--- src/rtl/fcw_pkg.sv ---
package fcw_pkg;
    localparam int BID_W  = 12;
    localparam int DEST_W = 16;
    localparam int TYPE_W = 4;
    localparam int WORD_W = BID_W + DEST_W + 2 * TYPE_W + 8;

    typedef struct packed {
        logic [BID_W-1:0]  bid;
        logic [DEST_W-1:0] dest;
        logic [TYPE_W-1:0] trig_type;
        logic [TYPE_W-1:0] calib_type;
        logic              trigger;
        logic              bx_veto;
        logic              nzs;
        logic              hdr_only;
        logic              be_rst;
        logic              fe_rst;
        logic              evid_rst;
        logic              bid_rst;
    } fcw_word_t;

    typedef enum logic [1:0] {
        HS_IDLE    = 2'd0,
        HS_NZS_GAP = 2'd1,
        HS_FE_RST  = 2'd2
    } hseq_state_e;
endpackage

--- src/rtl/fcw_bx_counter.sv ---
module fcw_bx_counter
    import fcw_pkg::*;
(
    input  logic             clk,
    input  logic             rst_n,
    input  logic [BID_W-1:0] cfg_bx_max,
    input  logic             clear_req,
    output logic [BID_W-1:0] bx_cnt
);
    always_ff @(posedge clk) begin
        if (!rst_n)                    bx_cnt <= '0;
        else if (clear_req)            bx_cnt <= '0;
        else if (bx_cnt >= cfg_bx_max) bx_cnt <= '0;
        else                           bx_cnt <= bx_cnt + 1'b1;
    end


    bid_clear_chk: assert property (@(posedge clk) disable iff (!rst_n)
        clear_req |=> (bx_cnt == '0));


    bx_step_chk: assert property (@(posedge clk) disable iff (!rst_n)
        (!clear_req && bx_cnt < cfg_bx_max && $stable(cfg_bx_max))
        |=> (bx_cnt == $past(bx_cnt) + 1'b1));
endmodule

--- src/rtl/fcw_hdr_seq.sv ---
module fcw_hdr_seq
    import fcw_pkg::*;
#(
    parameter int GAP_W = 8
) (
    input  logic             clk,
    input  logic             rst_n,
    input  logic             nzs_req,
    input  logic             fe_rst_req,
    input  logic [GAP_W-1:0] cfg_nzs_gap,
    input  logic [GAP_W-1:0] cfg_fe_len,
    output logic             hold_hdr
);
    hseq_state_e      state_q, state_d;
    logic [GAP_W-1:0] cnt_q, cnt_d;

    always_comb begin
        state_d = state_q;
        cnt_d   = cnt_q;
        if (fe_rst_req) begin
            if (cfg_fe_len != '0) begin
                state_d = HS_FE_RST;
                cnt_d   = cfg_fe_len;
            end else begin
                state_d = HS_IDLE;
                cnt_d   = '0;
            end
        end else begin
            unique case (state_q)
                HS_IDLE: begin
                    if (nzs_req && cfg_nzs_gap != '0) begin
                        state_d = HS_NZS_GAP;
                        cnt_d   = cfg_nzs_gap;
                    end
                end
                HS_NZS_GAP: begin
                    if (nzs_req) begin
                        if (cfg_nzs_gap != '0) begin
                            cnt_d = cfg_nzs_gap;
                        end else begin
                            state_d = HS_IDLE;
                            cnt_d   = '0;
                        end
                    end else if (cnt_q <= 1) begin
                        state_d = HS_IDLE;
                        cnt_d   = '0;
                    end else begin
                        cnt_d = cnt_q - 1'b1;
                    end
                end
                HS_FE_RST: begin
                    if (cnt_q <= 1) begin
                        state_d = HS_IDLE;
                        cnt_d   = '0;
                    end else begin
                        cnt_d = cnt_q - 1'b1;
                    end
                end
                default: begin
                    state_d = HS_IDLE;
                    cnt_d   = '0;
                end
            endcase
        end
    end

    always_ff @(posedge clk) begin
        if (!rst_n) begin
            state_q <= HS_IDLE;
            cnt_q   <= '0;
        end else begin
            state_q <= state_d;
            cnt_q   <= cnt_d;
        end
    end

    always_comb begin
        unique case (state_q)
            HS_IDLE:    hold_hdr = 1'b0;
            HS_NZS_GAP: hold_hdr = 1'b1;
            HS_FE_RST:  hold_hdr = 1'b1;
            default:    hold_hdr = 1'b0;
        endcase
    end


    fe_start_chk: assert property (@(posedge clk) disable iff (!rst_n)
        (fe_rst_req && cfg_fe_len != '0) |=> (state_q == HS_FE_RST));


    gap_live_chk: assert property (@(posedge clk) disable iff (!rst_n)
        (state_q != HS_IDLE) |-> (cnt_q != '0));
endmodule

--- src/rtl/fcw_thr_gate.sv ---
module fcw_thr_gate #(
    parameter int NUM_BOARDS = 8,
    parameter int REJ_W      = 32
) (
    input  logic                  clk,
    input  logic                  rst_n,
    input  logic                  fire,
    input  logic [NUM_BOARDS-1:0] throttle,
    output logic                  pass_trig,
    output logic [REJ_W-1:0]      reject_cnt
);
    localparam logic [REJ_W-1:0] REJ_MAX = '1;

    logic any_thr;
    logic rejecting;

    assign any_thr   = |throttle;
    assign rejecting = fire && any_thr;
    assign pass_trig = fire && !any_thr;

    always_ff @(posedge clk) begin
        if (!rst_n)                      reject_cnt <= '0;
        else if (rejecting && reject_cnt != REJ_MAX) reject_cnt <= reject_cnt + 1'b1;
    end


    rej_idle_chk: assert property (@(posedge clk) disable iff (!rst_n)
        !(fire && (|throttle)) |=> $stable(reject_cnt));


    rej_sat_chk: assert property (@(posedge clk) disable iff (!rst_n)
        (reject_cnt == REJ_MAX) |=> (reject_cnt == REJ_MAX));
endmodule

--- src/rtl/fcw_gen.sv ---
module fcw_gen
    import fcw_pkg::*;
#(
    parameter int NUM_BOARDS = 8,
    parameter int REJ_W      = 32,
    parameter int GAP_W      = 8
) (
    input  logic                  clk,
    input  logic                  rst_n,
    input  logic [BID_W-1:0]      cfg_bx_max,
    input  logic [GAP_W-1:0]      cfg_nzs_gap,
    input  logic [GAP_W-1:0]      cfg_fe_len,
    input  logic                  trig_in,
    input  logic                  veto_in,
    input  logic [DEST_W-1:0]     dest_in,
    input  logic [TYPE_W-1:0]     trig_type_in,
    input  logic                  calib_req,
    input  logic [TYPE_W-1:0]     calib_type_in,
    input  logic                  nzs_req,
    input  logic                  hdr_req,
    input  logic                  be_rst_req,
    input  logic                  fe_rst_req,
    input  logic                  evid_rst_req,
    input  logic                  bid_rst_req,
    input  logic [NUM_BOARDS-1:0] throttle_in,
    output logic [WORD_W-1:0]     word_out,
    output logic [REJ_W-1:0]      reject_cnt
);
    logic [BID_W-1:0] bx_cnt;
    logic             hold_hdr;
    logic             pass_trig;
    fcw_word_t        word_d;

    fcw_bx_counter u_bx (
        .clk        (clk),
        .rst_n      (rst_n),
        .cfg_bx_max (cfg_bx_max),
        .clear_req  (bid_rst_req),
        .bx_cnt     (bx_cnt)
    );

    fcw_hdr_seq #(.GAP_W(GAP_W)) u_seq (
        .clk         (clk),
        .rst_n       (rst_n),
        .nzs_req     (nzs_req),
        .fe_rst_req  (fe_rst_req),
        .cfg_nzs_gap (cfg_nzs_gap),
        .cfg_fe_len  (cfg_fe_len),
        .hold_hdr    (hold_hdr)
    );

    fcw_thr_gate #(.NUM_BOARDS(NUM_BOARDS), .REJ_W(REJ_W)) u_thr (
        .clk        (clk),
        .rst_n      (rst_n),
        .fire       (trig_in | calib_req),
        .throttle   (throttle_in),
        .pass_trig  (pass_trig),
        .reject_cnt (reject_cnt)
    );

    always_comb begin
        word_d            = '0;
        word_d.bid        = bx_cnt;
        word_d.dest       = dest_in;
        word_d.trig_type  = trig_type_in;
        word_d.calib_type = calib_req ? calib_type_in : '0;
        word_d.trigger    = pass_trig;
        word_d.bx_veto    = veto_in;
        word_d.nzs        = nzs_req;
        word_d.hdr_only   = hdr_req | veto_in | fe_rst_req | hold_hdr;
        word_d.be_rst     = be_rst_req;
        word_d.fe_rst     = fe_rst_req;
        word_d.evid_rst   = evid_rst_req;
        word_d.bid_rst    = bid_rst_req;
    end

    always_ff @(posedge clk) begin
        if (!rst_n) word_out <= '0;
        else        word_out <= word_d;
    end


    thr_block_chk: assert property (@(posedge clk) disable iff (!rst_n)
        (|throttle_in) |=> !word_out[7]);


    veto_hdr_chk: assert property (@(posedge clk) disable iff (!rst_n)
        veto_in |=> (word_out[6] && word_out[4]));


    calib_fire_chk: assert property (@(posedge clk) disable iff (!rst_n)
        (calib_req && !(|throttle_in)) |=> (word_out[7] && word_out[11:8] == $past(calib_type_in)));
endmodule

--- config.mk ---
export PLATFORM = sky130hd
export DESIGN_NAME = fcw_gen
export DESIGN_NICKNAME = d
export VERILOG_FILES = /design/src/rtl/fcw_pkg.sv /design/src/rtl/fcw_bx_counter.sv /design/src/rtl/fcw_hdr_seq.sv /design/src/rtl/fcw_thr_gate.sv /design/src/rtl/fcw_gen.sv
export SDC_FILE = /design/constraint.sdc
export NUM_CORES = 1
export LEC_CHECK = 0
export ABC_AREA = 1
export BUFFER_PORTS_ARGS = -buffer_cell sky130_fd_sc_hd__buf_2
export CAP_MARGIN = 20
export CORE_MARGIN = 2
export CORE_UTILIZATION = 50
export CTS_CLUSTER_DIAMETER = 30
export CTS_CLUSTER_SIZE = 40
export DETAILED_ROUTE_END_ITERATION = 6
export GPL_TIMING_DRIVEN = 0
export PLACE_DENSITY_LB_ADDON = 0.25
export SYNTH_ARGS = -nofsm -noshare
export SYNTH_HDL_FRONTEND = slang
export SYNTH_HIERARCHICAL = 1
export SYNTH_SLANG_ARGS = --single-unit
--- constraint.sdc ---
create_clock -name clk -period 2.7 [get_ports clk]
set_input_delay 0.135 -clock clk [delete_from_list [all_inputs] [get_ports clk]]
set_output_delay 0.135 -clock clk [all_outputs]
set_load 0.05 [all_outputs]
==> flow_metrics.env <==
export IMPL_cp_start_kind="flip-flop"
export IMPL_ant_nets=0
export IMPL_synthFlopType="dfxtp_1"
export IMPL_viasPerCell=4.69
export IMPL_wl_met3_um=818
export IMPL_synth_warnings=6
export IMPL_post_route_util_pct=65.0
export IMPL_synthArstFlopShare_pct=0
export IMPL_violations="design-rule violations"
export IMPL_drtIter0Drc=277
export IMPL_r2r_setup_slack_ns=0.79
export IMPL_switching_share_pct=30.7
export IMPL_cts_tree="yes"
export IMPL_setup_tns_ns=0
export IMPL_power_frac_seq_pct=50.0
export IMPL_overflow=0
export IMPL_post_cts_resized=0
export IMPL_numCtsBuffers=9
export IMPL_postSynthCellCount=791
export IMPL_clockPowerShare_pct=30.6
export IMPL_holdPathStages=3
export IMPL_wl_per_cell_um=12.0
export IMPL_dp_hpwl_mm=9.61
export IMPL_die_x_um=108
export IMPL_start_util_pct=51.7
export IMPL_io_buffers=146
export IMPL_dieHeight_um=108
export IMPL_slew_viol_final=0
export IMPL_finalCritPeriodShare_pct=70.7
export IMPL_antennaDiodeCount=0
export IMPL_clockBufferDepth=2
export IMPL_die_area_mm2=0.0116
export IMPL_firstDrtPassIters=7
export IMPL_min_from="bid_rst_req"
export IMPL_antenna_found_initial=0
export IMPL_routed_top_layer="met4"
export IMPL_synth_top_area_share_pct=36.6
export IMPL_clockRootBuffer="clkbuf_8"
export IMPL_worstPathArrival_ns=2.22
export IMPL_finClkSkew_ns=0.00965
export IMPL_total_power_mw=3.07
export IMPL_power_frac_comb_pct=19.4
export IMPL_synth_edf_count=0
export IMPL_internal_power_mw=2.13
export IMPL_finalHoldViolCount=0
export IMPL_status="complete, but fails checks"
export IMPL_regArea_mm2=0.00196
export IMPL_synth_cell_types=37
export IMPL_max_cap_viol_count=0
export IMPL_nNetsFinal=1068
export IMPL_hp_class="in -> reg"
export IMPL_worstMarginPinSlew_ns=0.759
export IMPL_drive_gt1_share_pct=24.4
export IMPL_wl_met2_mm=6.32
export IMPL_clock_latency_ns=0.38
export IMPL_p_switching_mw=0.943
export IMPL_syn_area_mm2=0.00536
export IMPL_multi_input_area_mm2=0.00279
export IMPL_worstPathMaxFanout=5
export IMPL_min_period_ns=1.91
export IMPL_syn2layout_area_growth_pct=25.7
export IMPL_crit_top_cell="nand2_1"
export IMPL_endpoint_kind="flip-flop"
export IMPL_setup_viol=0
export IMPL_rows=37
export IMPL_io_pins=147
export IMPL_postSynthAreaPerCell_um2=6.78
export IMPL_synth_area_leader_cell="dfxtp_1"
export IMPL_gp_congestion=0.840
export IMPL_ctsHtreeMaxLevel=3
export IMPL_reg2reg_to="u_thr/reject_cnt[14]"
export IMPL_rr_worst_depth=11
export IMPL_timing_fmax_mhz=524
export IMPL_grt_max_degree=16
export IMPL_fill_cells=971
export IMPL_cts_sinks=98
export IMPL_path_clk_slew_ns=0.10
export IMPL_power_density_mw_per_mm2=456
export IMPL_slew_headroom_pct=49.4
export IMPL_worstHoldEndpoint="word_out[0]"
export IMPL_grt_usage_pct=23.5
export IMPL_drc=1
export IMPL_drt_met1_wl_mm=6.05
export IMPL_ctsHoldBuffers=29
export IMPL_synth_top_cells_by_area="dfxtp_1 37%, nand2_1 18%, inv_1 8.2%"
export IMPL_irDropWorstVdd_uv=373
export IMPL_coreArea_mm2=0.0104
export IMPL_grt_pass1_wl_mm=21.8
export IMPL_wirelength_mm=13.4
export IMPL_cp_slowest_cell="dfxtp_1"
export IMPL_routed_via_count=5238
export IMPL_worstReg2RegStart="u_thr/reject_cnt[0]"
export IMPL_cp_required_ns=3.02
export IMPL_synth_seq_area_share_pct=36.6
export IMPL_critPathMaxStageDelay_ns=0.42
export IMPL_critPathKind="reg -> reg"
export IMPL_syn_nets=882
export IMPL_timing_hold_ws_ns=0.0198
export IMPL_synth_seq_cells=98
export IMPL_p_leak_nw=3.52
export IMPL_rsz0062_at_grt="false"
export IMPL_path_cells="ha_1 > nand2_2 > nor2_4 > nand2_1 > nor2_1 > inv_1 > nor2_1 > nand2_1 > nand2_1 > nand2_1 > nor2_1"
export IMPL_postCtsSetupRepairBufs=0
export IMPL_grt_pass1_vias=4755
-- how the worst max path moves through the flow --
stage                      endpoint                 from  slack [ns]
4_1_cts        u_thr/reject_cnt[14]  u_thr/reject_cnt[0]        0.81
6_report       u_thr/reject_cnt[14]  u_thr/reject_cnt[0]        0.79
5_1_grt        u_thr/reject_cnt[14]  u_thr/reject_cnt[0]        0.64
3_5_place_dp   u_thr/reject_cnt[14]  u_thr/reject_cnt[0]        0.83
2_1_floorplan   u_thr/reject_cnt[6]  u_thr/reject_cnt[1]        0.65
3_3_place_gp   u_thr/reject_cnt[26]  u_thr/reject_cnt[0]        0.87
-- registers in the layout (all words and copies together) (netlist names) --
register / count
u_seq/cnt_q: 8
u_thr/reject_cnt: 32
u_seq/state_q: 2
u_bx/bx_cnt: 12
word_out: 44
-- area by class of cell --
class	count	share of cell area (%)
Multi-Input combinational cell	556	41.4
Buffer	15	2.25
Clock inverter	5	0.817
Timing Repair Buffer	175	15.2
Inverter	122	6.83
Sequential cell	98	29.1
Clock buffer	11	1.95
Tap cell	136	2.53
-- synthesized netlist by cell type, types with 2 or more instances --
cell / number
nand3b_1: 8
nor2_2: 17
clkbuf_1: 3
buf_12: 3
nor2_1: 112
ha_1: 20
xnor2_1: 6
o21ai_0: 11
dfxtp_1: 98
nand2_1: 259
nor2_4: 4
inv_1: 117
a21oi_1: 20
nor3_1: 2
o21ai_1: 3
nand4_1: 12
inv_2: 3
nand3_2: 2
buf_2: 4
xor2_1: 15
nand3_1: 21
a21oi_2: 13
buf_6: 4
nand2_2: 21
-- cells in the final DEF, fill, tap and decap left out, drive strengths merged --
master and instances:
inv 121, nor2 134, a21oi 33, or2 1, nand4 12, buf 158, a32oi 1, nor3 3
clkinv 3, nor4 1, clkbuf 14, o21ai 15, xnor2 6, nand3b 8, bufinv 1, clkinvlp 2
and2 1, nand3 24, ha 20, nand2 282, dlygate4sd3 29, xor2 15, dfxtp 98
-- critical path, delay by kind of cell (launching register included) --
family	cells	cell delay [ns]
DFF	1	0.42
adders and majority gates	1	0.23
buffers and inverters	1	0.08
and+or+nand+nor	9	1.13
-- logic make-up after synthesis --
kind of cell,Yosys count,synth area share [%]
DFF,98,36.6
adders and majority gates,20,4.67
AOI/OAI and AO/OA,49,5.77
and+or+nand+nor,466,38.1
xor gates and xnor gates,21,3.43
buffers and inverters,137,11.4
-- power by group through the flow --
stage                     logic, mW  registers (mW)  clock network, mW
after floorplan               0.273            1.69                  0
after global placement        0.547            1.57                  0
after detailed placement      0.555            1.57                  0
after CTS                     0.590            1.54              0.966
after global routing          0.656            1.54               1.02
final                         0.595            1.54              0.941
-- layer usage --
metal / vias to the layer above / track usage (%)
met5: - / 0
met4: 0 / 8.42
met3: 19 / 5.39
met2: 142 / 39.2
met1: 2312 / 29.7
li1: 2765 / -
-- stage by stage --
step / instances / area, µm² / setup slack (ns)
6_report: 1118 / 6740 / 0.792
5_1_grt: 1118 / 6740 / 0.643
4_1_cts: 1118 / 6740 / 0.814
3_5_place_dp: 1073 / 6260 / 0.835
3_3_place_gp: 1073 / 6260 / 0.868
2_1_floorplan: 791 / 5360 / 0.646
Power figures use the tool's default switching activity.
